**config.mk**
```make
export PLATFORM = sky130hd
export DESIGN_NAME = conflict_icache
export DESIGN_NICKNAME = d
export VERILOG_FILES = /design/src/rtl/icc_pkg.sv /design/src/rtl/icc_tag_array.sv /design/src/rtl/icc_data_array.sv /design/src/rtl/icc_lru.sv /design/src/rtl/icc_ctrl.sv /design/src/rtl/conflict_icache.sv
export SDC_FILE = /design/constraint.sdc
export NUM_CORES = 2
export LEC_CHECK = 0
export BUFFER_PORTS_ARGS = -buffer_cell sky130_fd_sc_hd__buf_2
export CAP_MARGIN = 20
export CORE_ASPECT_RATIO = 0.6
export CORE_MARGIN = 1
export CORE_UTILIZATION = 63
export CTS_CLUSTER_DIAMETER = 50
export DETAILED_ROUTE_END_ITERATION = 6
export PLACE_DENSITY_LB_ADDON = 0.15
export SETUP_SLACK_MARGIN = 0.4
export SLEW_MARGIN = 20
export SYNTH_ARGS = -nofsm -noshare
export SYNTH_HDL_FRONTEND = slang
export SYNTH_SLANG_ARGS = --single-unit
export TNS_END_PERCENT = 10
```
**constraint.sdc**
```tcl
create_clock -name clk_i -period 5.9 [get_ports clk_i]
set_input_delay 1.18 -clock clk_i [delete_from_list [all_inputs] [get_ports clk_i]]
set_output_delay 1.18 -clock clk_i [all_outputs]
set_load 0.005 [all_outputs]
```
**src/rtl/icc_pkg.sv**
```systemverilog
package icc_pkg;
  typedef enum logic [0:0] {
    ST_LOOKUP = 1'b0,
    ST_REFILL = 1'b1
  } icc_state_e;
endpackage

```
**src/rtl/icc_tag_array.sv**
```systemverilog
module icc_tag_array #(
  parameter int SETS  = 16,
  parameter int WAYS  = 2,
  parameter int IDX_W = 4,
  parameter int TAG_W = 12
) (
  input  logic             clk_i,
  input  logic             rst_ni,
  input  logic [IDX_W-1:0] rd_idx_i,
  input  logic [TAG_W-1:0] rd_tag_i,
  output logic [WAYS-1:0]  way_hit_o,
  output logic [WAYS-1:0]  set_valid_o,
  input  logic             wr_en_i,
  input  logic [WAYS-1:0]  wr_way_oh_i,
  input  logic             flush_i,
  input  logic             freeze_i
);
  logic [WAYS-1:0][SETS-1:0]            valid_q;
  logic [WAYS-1:0][SETS-1:0][TAG_W-1:0] tag_q;

  for (genvar w = 0; w < WAYS; w++) begin : g_way
    assign set_valid_o[w] = valid_q[w][rd_idx_i];
    assign way_hit_o[w]   = valid_q[w][rd_idx_i] && (tag_q[w][rd_idx_i] == rd_tag_i);

    always_ff @(posedge clk_i or negedge rst_ni) begin
      if (!rst_ni) begin
        valid_q[w] <= '0;
      end else if (flush_i) begin
        valid_q[w] <= '0;
      end else if (wr_en_i && wr_way_oh_i[w]) begin
        valid_q[w][rd_idx_i] <= 1'b1;
      end
    end

    always_ff @(posedge clk_i or negedge rst_ni) begin
      if (!rst_ni) begin
        tag_q[w] <= '0;
      end else if (wr_en_i && wr_way_oh_i[w]) begin
        tag_q[w][rd_idx_i] <= rd_tag_i;
      end
    end
  end

  // a tag lives in at most one way of a set
  p_single_way_r5: assert property (@(posedge clk_i) disable iff (!rst_ni)
    $onehot0(way_hit_o));
  // flush empties the whole array
  p_flush_empty_r6: assert property (@(posedge clk_i) disable iff (!rst_ni)
    flush_i |=> (valid_q == '0));
  // frozen cache never gains entries
  p_freeze_hold_r7: assert property (@(posedge clk_i) disable iff (!rst_ni)
    (freeze_i && !flush_i) |=> (valid_q == $past(valid_q)));
endmodule

```
**src/rtl/icc_data_array.sv**
```systemverilog
module icc_data_array #(
  parameter int SETS  = 16,
  parameter int WAYS  = 2,
  parameter int IDX_W = 4,
  parameter int IW    = 32
) (
  input  logic             clk_i,
  input  logic             rst_ni,
  input  logic [IDX_W-1:0] idx_i,
  input  logic [WAYS-1:0]  rd_way_oh_i,
  output logic [IW-1:0]    rd_data_o,
  input  logic             wr_en_i,
  input  logic [WAYS-1:0]  wr_way_oh_i,
  input  logic [IW-1:0]    wr_data_i
);
  logic [WAYS-1:0][SETS-1:0][IW-1:0] data_q;
  logic [WAYS-1:0][IW-1:0]           masked;

  for (genvar w = 0; w < WAYS; w++) begin : g_way
    always_ff @(posedge clk_i or negedge rst_ni) begin
      if (!rst_ni) begin
        data_q[w] <= '0;
      end else if (wr_en_i && wr_way_oh_i[w]) begin
        data_q[w][idx_i] <= wr_data_i;
      end
    end
    assign masked[w] = rd_way_oh_i[w] ? data_q[w][idx_i] : '0;
  end

  always_comb begin
    rd_data_o = '0;
    for (int w = 0; w < WAYS; w++) rd_data_o |= masked[w];
  end
endmodule

```
**src/rtl/icc_lru.sv**
```systemverilog
module icc_lru #(
  parameter int SETS  = 16,
  parameter int IDX_W = 4
) (
  input  logic             clk_i,
  input  logic             rst_ni,
  input  logic [IDX_W-1:0] idx_i,
  input  logic [1:0]       set_valid_i,
  output logic [1:0]       victim_oh_o,
  input  logic             touch_i,
  input  logic             touch_way_i
);
  // lru_q[s] names the way to replace next in set s
  logic [SETS-1:0] lru_q;
  logic            victim;

  always_comb begin
    if (!set_valid_i[0])      victim = 1'b0;
    else if (!set_valid_i[1]) victim = 1'b1;
    else                      victim = lru_q[idx_i];
  end
  assign victim_oh_o = victim ? 2'b10 : 2'b01;

  always_ff @(posedge clk_i or negedge rst_ni) begin
    if (!rst_ni)      lru_q <= '0;
    else if (touch_i) lru_q[idx_i] <= ~touch_way_i;
  end

  // the way just used is never the next victim
  p_mru_kept_r5: assert property (@(posedge clk_i) disable iff (!rst_ni)
    touch_i |=> (lru_q[$past(idx_i)] != $past(touch_way_i)));
endmodule

```
**src/rtl/icc_ctrl.sv**
```systemverilog
module icc_ctrl
  import icc_pkg::*;
#(
  parameter int AW = 16
) (
  input  logic          clk_i,
  input  logic          rst_ni,
  input  logic          fetch_req_i,
  input  logic [AW-1:0] fetch_addr_i,
  input  logic          conflict_i,
  input  logic          lookup_hit_i,
  input  logic          flush_i,
  input  logic          freeze_i,
  output logic          in_refill_o,
  output logic [AW-1:0] held_addr_o,
  output logic          stall_o,
  output logic          pm_req_o,
  output logic          alloc_o
);
  icc_state_e state_q, state_d;
  logic [AW-1:0] held_q;

  always_comb begin
    state_d  = state_q;
    stall_o  = 1'b0;
    pm_req_o = 1'b0;
    alloc_o  = 1'b0;
    unique case (state_q)
      ST_LOOKUP: begin
        if (fetch_req_i && !lookup_hit_i) begin
          if (conflict_i) begin
            stall_o = 1'b1;
            state_d = ST_REFILL;
          end else begin
            pm_req_o = 1'b1;
          end
        end
      end
      ST_REFILL: begin
        pm_req_o = 1'b1;
        alloc_o  = !freeze_i && !flush_i;
        state_d  = ST_LOOKUP;
      end
      default: state_d = ST_LOOKUP;
    endcase
  end

  always_ff @(posedge clk_i or negedge rst_ni) begin
    if (!rst_ni) begin
      state_q <= ST_LOOKUP;
      held_q  <= '0;
    end else begin
      state_q <= state_d;
      if (stall_o) held_q <= fetch_addr_i;
    end
  end

  assign in_refill_o = (state_q == ST_REFILL);
  assign held_addr_o = held_q;

  // a stall lasts exactly one cycle and is followed by the bus read
  p_stall_then_read_r4: assert property (@(posedge clk_i) disable iff (!rst_ni)
    stall_o |=> (pm_req_o && !stall_o));
  p_read_held_addr_r4: assert property (@(posedge clk_i) disable iff (!rst_ni)
    stall_o |=> (held_addr_o == $past(fetch_addr_i)));
endmodule

```
**src/rtl/conflict_icache.sv**
```systemverilog
module conflict_icache #(
  parameter int AW   = 16,
  parameter int IW   = 32,
  parameter int SETS = 16
) (
  input  logic          clk_i,
  input  logic          rst_ni,
  input  logic          fetch_req_i,
  input  logic [AW-1:0] fetch_addr_i,
  input  logic          conflict_i,
  input  logic          flush_i,
  input  logic          freeze_i,
  output logic          pm_req_o,
  output logic [AW-1:0] pm_addr_o,
  input  logic [IW-1:0] pm_rdata_i,
  output logic [IW-1:0] instr_o,
  output logic          instr_valid_o,
  output logic          hit_o,
  output logic          stall_o
);
  localparam int WAYS  = 2;
  localparam int IDX_W = $clog2(SETS);
  localparam int TAG_W = AW - IDX_W;

  logic [AW-1:0]    look_addr;
  logic [IDX_W-1:0] idx;
  logic [TAG_W-1:0] tag;
  logic [WAYS-1:0]  way_hit, set_valid, victim_oh, touch_oh;
  logic             in_refill, any_hit, alloc;
  logic [AW-1:0]    held_addr;
  logic [IW-1:0]    cache_word;

  assign look_addr = in_refill ? held_addr : fetch_addr_i;
  assign idx       = look_addr[IDX_W-1:0];
  assign tag       = look_addr[AW-1:IDX_W];
  assign any_hit   = |way_hit;
  assign hit_o     = fetch_req_i && !in_refill && any_hit;
  assign touch_oh  = alloc ? victim_oh : way_hit;

  icc_tag_array #(.SETS(SETS), .WAYS(WAYS), .IDX_W(IDX_W), .TAG_W(TAG_W)) u_tags (
    .clk_i, .rst_ni,
    .rd_idx_i(idx), .rd_tag_i(tag),
    .way_hit_o(way_hit), .set_valid_o(set_valid),
    .wr_en_i(alloc), .wr_way_oh_i(victim_oh),
    .flush_i, .freeze_i
  );

  icc_data_array #(.SETS(SETS), .WAYS(WAYS), .IDX_W(IDX_W), .IW(IW)) u_data (
    .clk_i, .rst_ni,
    .idx_i(idx), .rd_way_oh_i(way_hit), .rd_data_o(cache_word),
    .wr_en_i(alloc), .wr_way_oh_i(victim_oh), .wr_data_i(pm_rdata_i)
  );

  icc_lru #(.SETS(SETS), .IDX_W(IDX_W)) u_lru (
    .clk_i, .rst_ni,
    .idx_i(idx), .set_valid_i(set_valid), .victim_oh_o(victim_oh),
    .touch_i(hit_o || alloc), .touch_way_i(touch_oh[1])
  );

  icc_ctrl #(.AW(AW)) u_ctrl (
    .clk_i, .rst_ni,
    .fetch_req_i, .fetch_addr_i, .conflict_i,
    .lookup_hit_i(any_hit), .flush_i, .freeze_i,
    .in_refill_o(in_refill), .held_addr_o(held_addr),
    .stall_o, .pm_req_o, .alloc_o(alloc)
  );

  assign pm_addr_o     = in_refill ? held_addr : fetch_addr_i;
  assign instr_o       = hit_o ? cache_word : pm_rdata_i;
  assign instr_valid_o = hit_o || pm_req_o;

  // a hit never uses the bus or stalls
  p_hit_free_bus_r1: assert property (@(posedge clk_i) disable iff (!rst_ni)
    hit_o |-> (!pm_req_o && !stall_o));
  // no fetch, no activity
  p_idle_quiet_r8: assert property (@(posedge clk_i) disable iff (!rst_ni)
    (!fetch_req_i && !in_refill) |-> !(pm_req_o || stall_o || hit_o));
endmodule

```
==> impl_metrics.tcl <==
set metrics [dict create \
    power_density_nw_per_um2 305 \
    yosysTopAreaCell "dfrtp_1" \
    worst_setup_path_end_kind "output pin" \
    rows 94 \
    tightest_slew_ns 0.978 \
    cp-startpoint "fetch_addr_i[0]" \
    final_util 0.716 \
    fp.dieW_um 432 \
    reg2reg_from "u_ctrl.in_refill_o$_DFF_PN0_" \
    rsz0062_at_grt "yes" \
    cts-buffers-inserted 139 \
    grt_pass1_vias 50100 \
    period_share 0.990 \
    cts_tree "built" \
    syn_to_final_growth_pct 12.6 \
    drt_iter0_markers 6713 \
    fin_cells 7559 \
    finalCriticalPeriod_ns 5.84 \
    ys_warn_count 0 \
    crit_fanout 22 \
    pin_count 106 \
    arrival_ns 4.66 \
    wl_per_cell_um 29.5 \
    holdWs_ns 0.394 \
    htree_num_levels 4 \
    remaining_drc_errors 0 \
    cp_slowest_cell "or3b_4" \
    cts_buffer_depth 3 \
    syn-mean-instance-area_um2 11.6 \
    outcome "finished clean" \
    netlist.area_leader.share 0.528 \
    cpLargestDelayFamily "simple AND/OR/NAND/NOR gates" \
    ys.flop_type "dfrtp_1" \
    drive_above_1_share 0.357 \
    globalRoute.totalOverflow 0 \
    hold_buffers 0 \
    netlist_instances 6001 \
    cp-start-kind "input port" \
    synthDistinctLibCells 66 \
    dr.pass1.iters 6 \
    crit_path_cell_trace "buf_2 > or3b_4 > buf_12 > buf_12 > a21o_1 > a41oi_1 > nor4_1 > xnor2_1 > o2111ai_2 > nor4_4 > nor2_2 > or2_4 > buf_12 > o2bb2ai_1 > buf_2" \
    synthTopCellsByArea "dfrtp_1 (53%), mux2_2 (23%), nand2_1 (5.7%)" \
    ys_async_sr_fraction 1.00 \
    ant_nets 0 \
    finalHoldViolations 0 \
    skew_ns 0.0293 \
    max_freq_ghz 0.171 \
    grt_pass1_wl_um 332000 \
    initial_core_util 0.636 \
    track_usage 0.398 \
    num_vias 51600 \
    cts_root_buf "clkbuf_16" \
    r2r_setup_slack_ns 1.09 \
    critPathKind "in -> out" \
    hp-class "in -> async" \
    synth_area_um2 69700 \
    cp_data_required_time_ns 4.72 \
    yosys_register_bits 1473 \
    hpwlAfterDp_um 128000 \
    timing.slew.headroom 0.346 \
    place_inst 7263 \
    synth-edff-count 0 \
    fillers 7603 \
    core_area_um2 110000 \
    cpMostUsedCell "buf_12" \
    clock_latency_ns 0.79 \
    vdd_drop_max_mv 0.234 \
    cts_sinks 1473 \
    drt_wl_total_um 223000 \
    nNetsFinal 6010 \
    path_buf_inv 5 \
    viasPerCell 6.82 \
    total_leakage_power_nw 37.7 \
    finalPower_mw 24.0 \
    io_buffer_count 105 \
    slowest_delay_ns 0.53 \
    ys_seq_area_frac 0.528 \
    fin_setup_tns_ns 0 \
    path_clk_slew_ns 0.06 \
    antenna_found_initial 8 \
    die_area_um2 112000 \
    max_cap_viol_count 0 \
    grt_max_degree 161 \
    synth_nets 6055 \
    globalplace.congestion 0.942 \
    setup_viol 0 \
    slew_violations 0 \
    die_y_um 260 \
]
## cell families (layout without fill, tap and decap cells)
group	count (synthesis)	after routing	share of synthesized area
multiplexers	1462	1462	0.240
flip-flops	1473	1473	0.528
XOR/XNOR	15	15	0.00188
AO/OA/AOI/OAI	873	873	0.0942
other	0	6	0
AND/OR/NAND/NOR	1561	1561	0.0981
buffers and inverters	617	681	0.0376
## where the power goes
| group | switching [mW] | internal, mW | total (mW) |
|---|---|---|---|
| combinational | 2.14 | 1.33 | 3.47 |
| sequential | 0.355 | 10.7 | 11.1 |
| clock | 4.02 | 5.42 | 9.44 |
## timing repair
item                                    CTS  global route
hold endpoints to repair                  0             0
endpoints found under the setup margin   36            36
cloned                                    6             4
buffers inserted                         20            10
pin swaps                                16            11
gates resized for setup                  33            41
## final cells by class
cell class,count,area (um2),share of cell area
flip-flops and latches,1473,36900,0.469
multi-input cells,3911,30800,0.392
clock buffers,206,4190,0.0534
repair buffers,417,4140,0.0527
well taps,1488,1860,0.0237
clock inverters,44,551,0.00701
inverters,12,97.6,0.00124
repair inverters,2,17.5,0.000223
diodes,6,15.0,0.000191
## stage by stage
stage	instance area (um2)	setup slack (ns)
3_3_place_gp	72900	0.0966
3_5_place_dp	72900	-0.0421
5_1_grt	78500	-0.0246
6_report	78500	0.0607
2_1_floorplan	69700	0.648
4_1_cts	78100	0.204
## synthesized netlist by cell type (all sizes together), types with 6 or more instances
master   instances
dfrtp         1473
mux2          1436
nand2         1054
clkbuf         421
nand3          262
a21o           215
a311oi         192
buf            184
and3           140
a21oi          139
a31oi           67
nor2            53
a22oi           50
o2111ai         38
o2bb2ai         32
a41oi           28
o41ai           23
mux4            22
o21ba           15
o31ai           15
o22ai           14
a21boi          12
inv             12
xnor2           12
nor3            11
nor4            11
and2             6
o21ai            6
## worst paths after layout
check,depth (start not counted),endpoint
max,15,instr_o[22]
min,1,u_ctrl.held_addr_o[12]$_DFFE_PN0P_
max reg2reg,11,u_data.data_q[60]$_DFFE_PN0P_
min reg2reg,1,u_ctrl.held_addr_o[12]$_DFFE_PN0P_
max in group asynchronous,2,u_data.data_q[393]$_DFFE_PN0P_
min in group clk_i,1,u_ctrl.held_addr_o[12]$_DFFE_PN0P_
## sequential cells by signal, indices dropped and copies added, names as in the netlist
signal              count
u_ctrl.held_addr_o     16
u_ctrl.in_refill_o      1
u_data.data_q        1024
u_lru.lru_q            16
u_tags.tag_q          384
u_tags.valid_q         32
## layer usage
| metal | vias to the layer above | track usage | part of all wire |
|---|---|---|---|
| met5 | - | 0 | 0 |
| met4 | 0 | 0.141 | 0.036 |
| met3 | 490 | 0.137 | 0.13 |
| met2 | 2944 | 0.552 | 0.42 |
| met1 | 26800 | 0.580 | 0.42 |
| li1 | 21400 | - | - |
## cell usage in the layout, fill, tap and decap left out, drive strengths merged, types with 4 or more instances in the layout
cell      instances
a2111oi           5
a21boi           12
a21o            215
a21oi           139
a221oi            4
a22oi            50
a311oi          192
a31oi            67
a41oi            28
and2              6
and3            140
buf             409
bufinv           13
clkbuf          211
clkinv           21
clkinvlp          7
dfrtp          1473
diode             6
inv              17
mux2           1436
mux2i             4
mux4             22
nand2          1054
nand2b            4
nand3           262
nor2             53
nor3             11
nor4             11
o2111ai          38
o21ai             6
o21ba            15
o221ai            4
o22ai            14
o2bb2ai          32
o311ai            4
o31ai            15
o41ai            23
xnor2            12
Power figures use the tool's default switching activity.
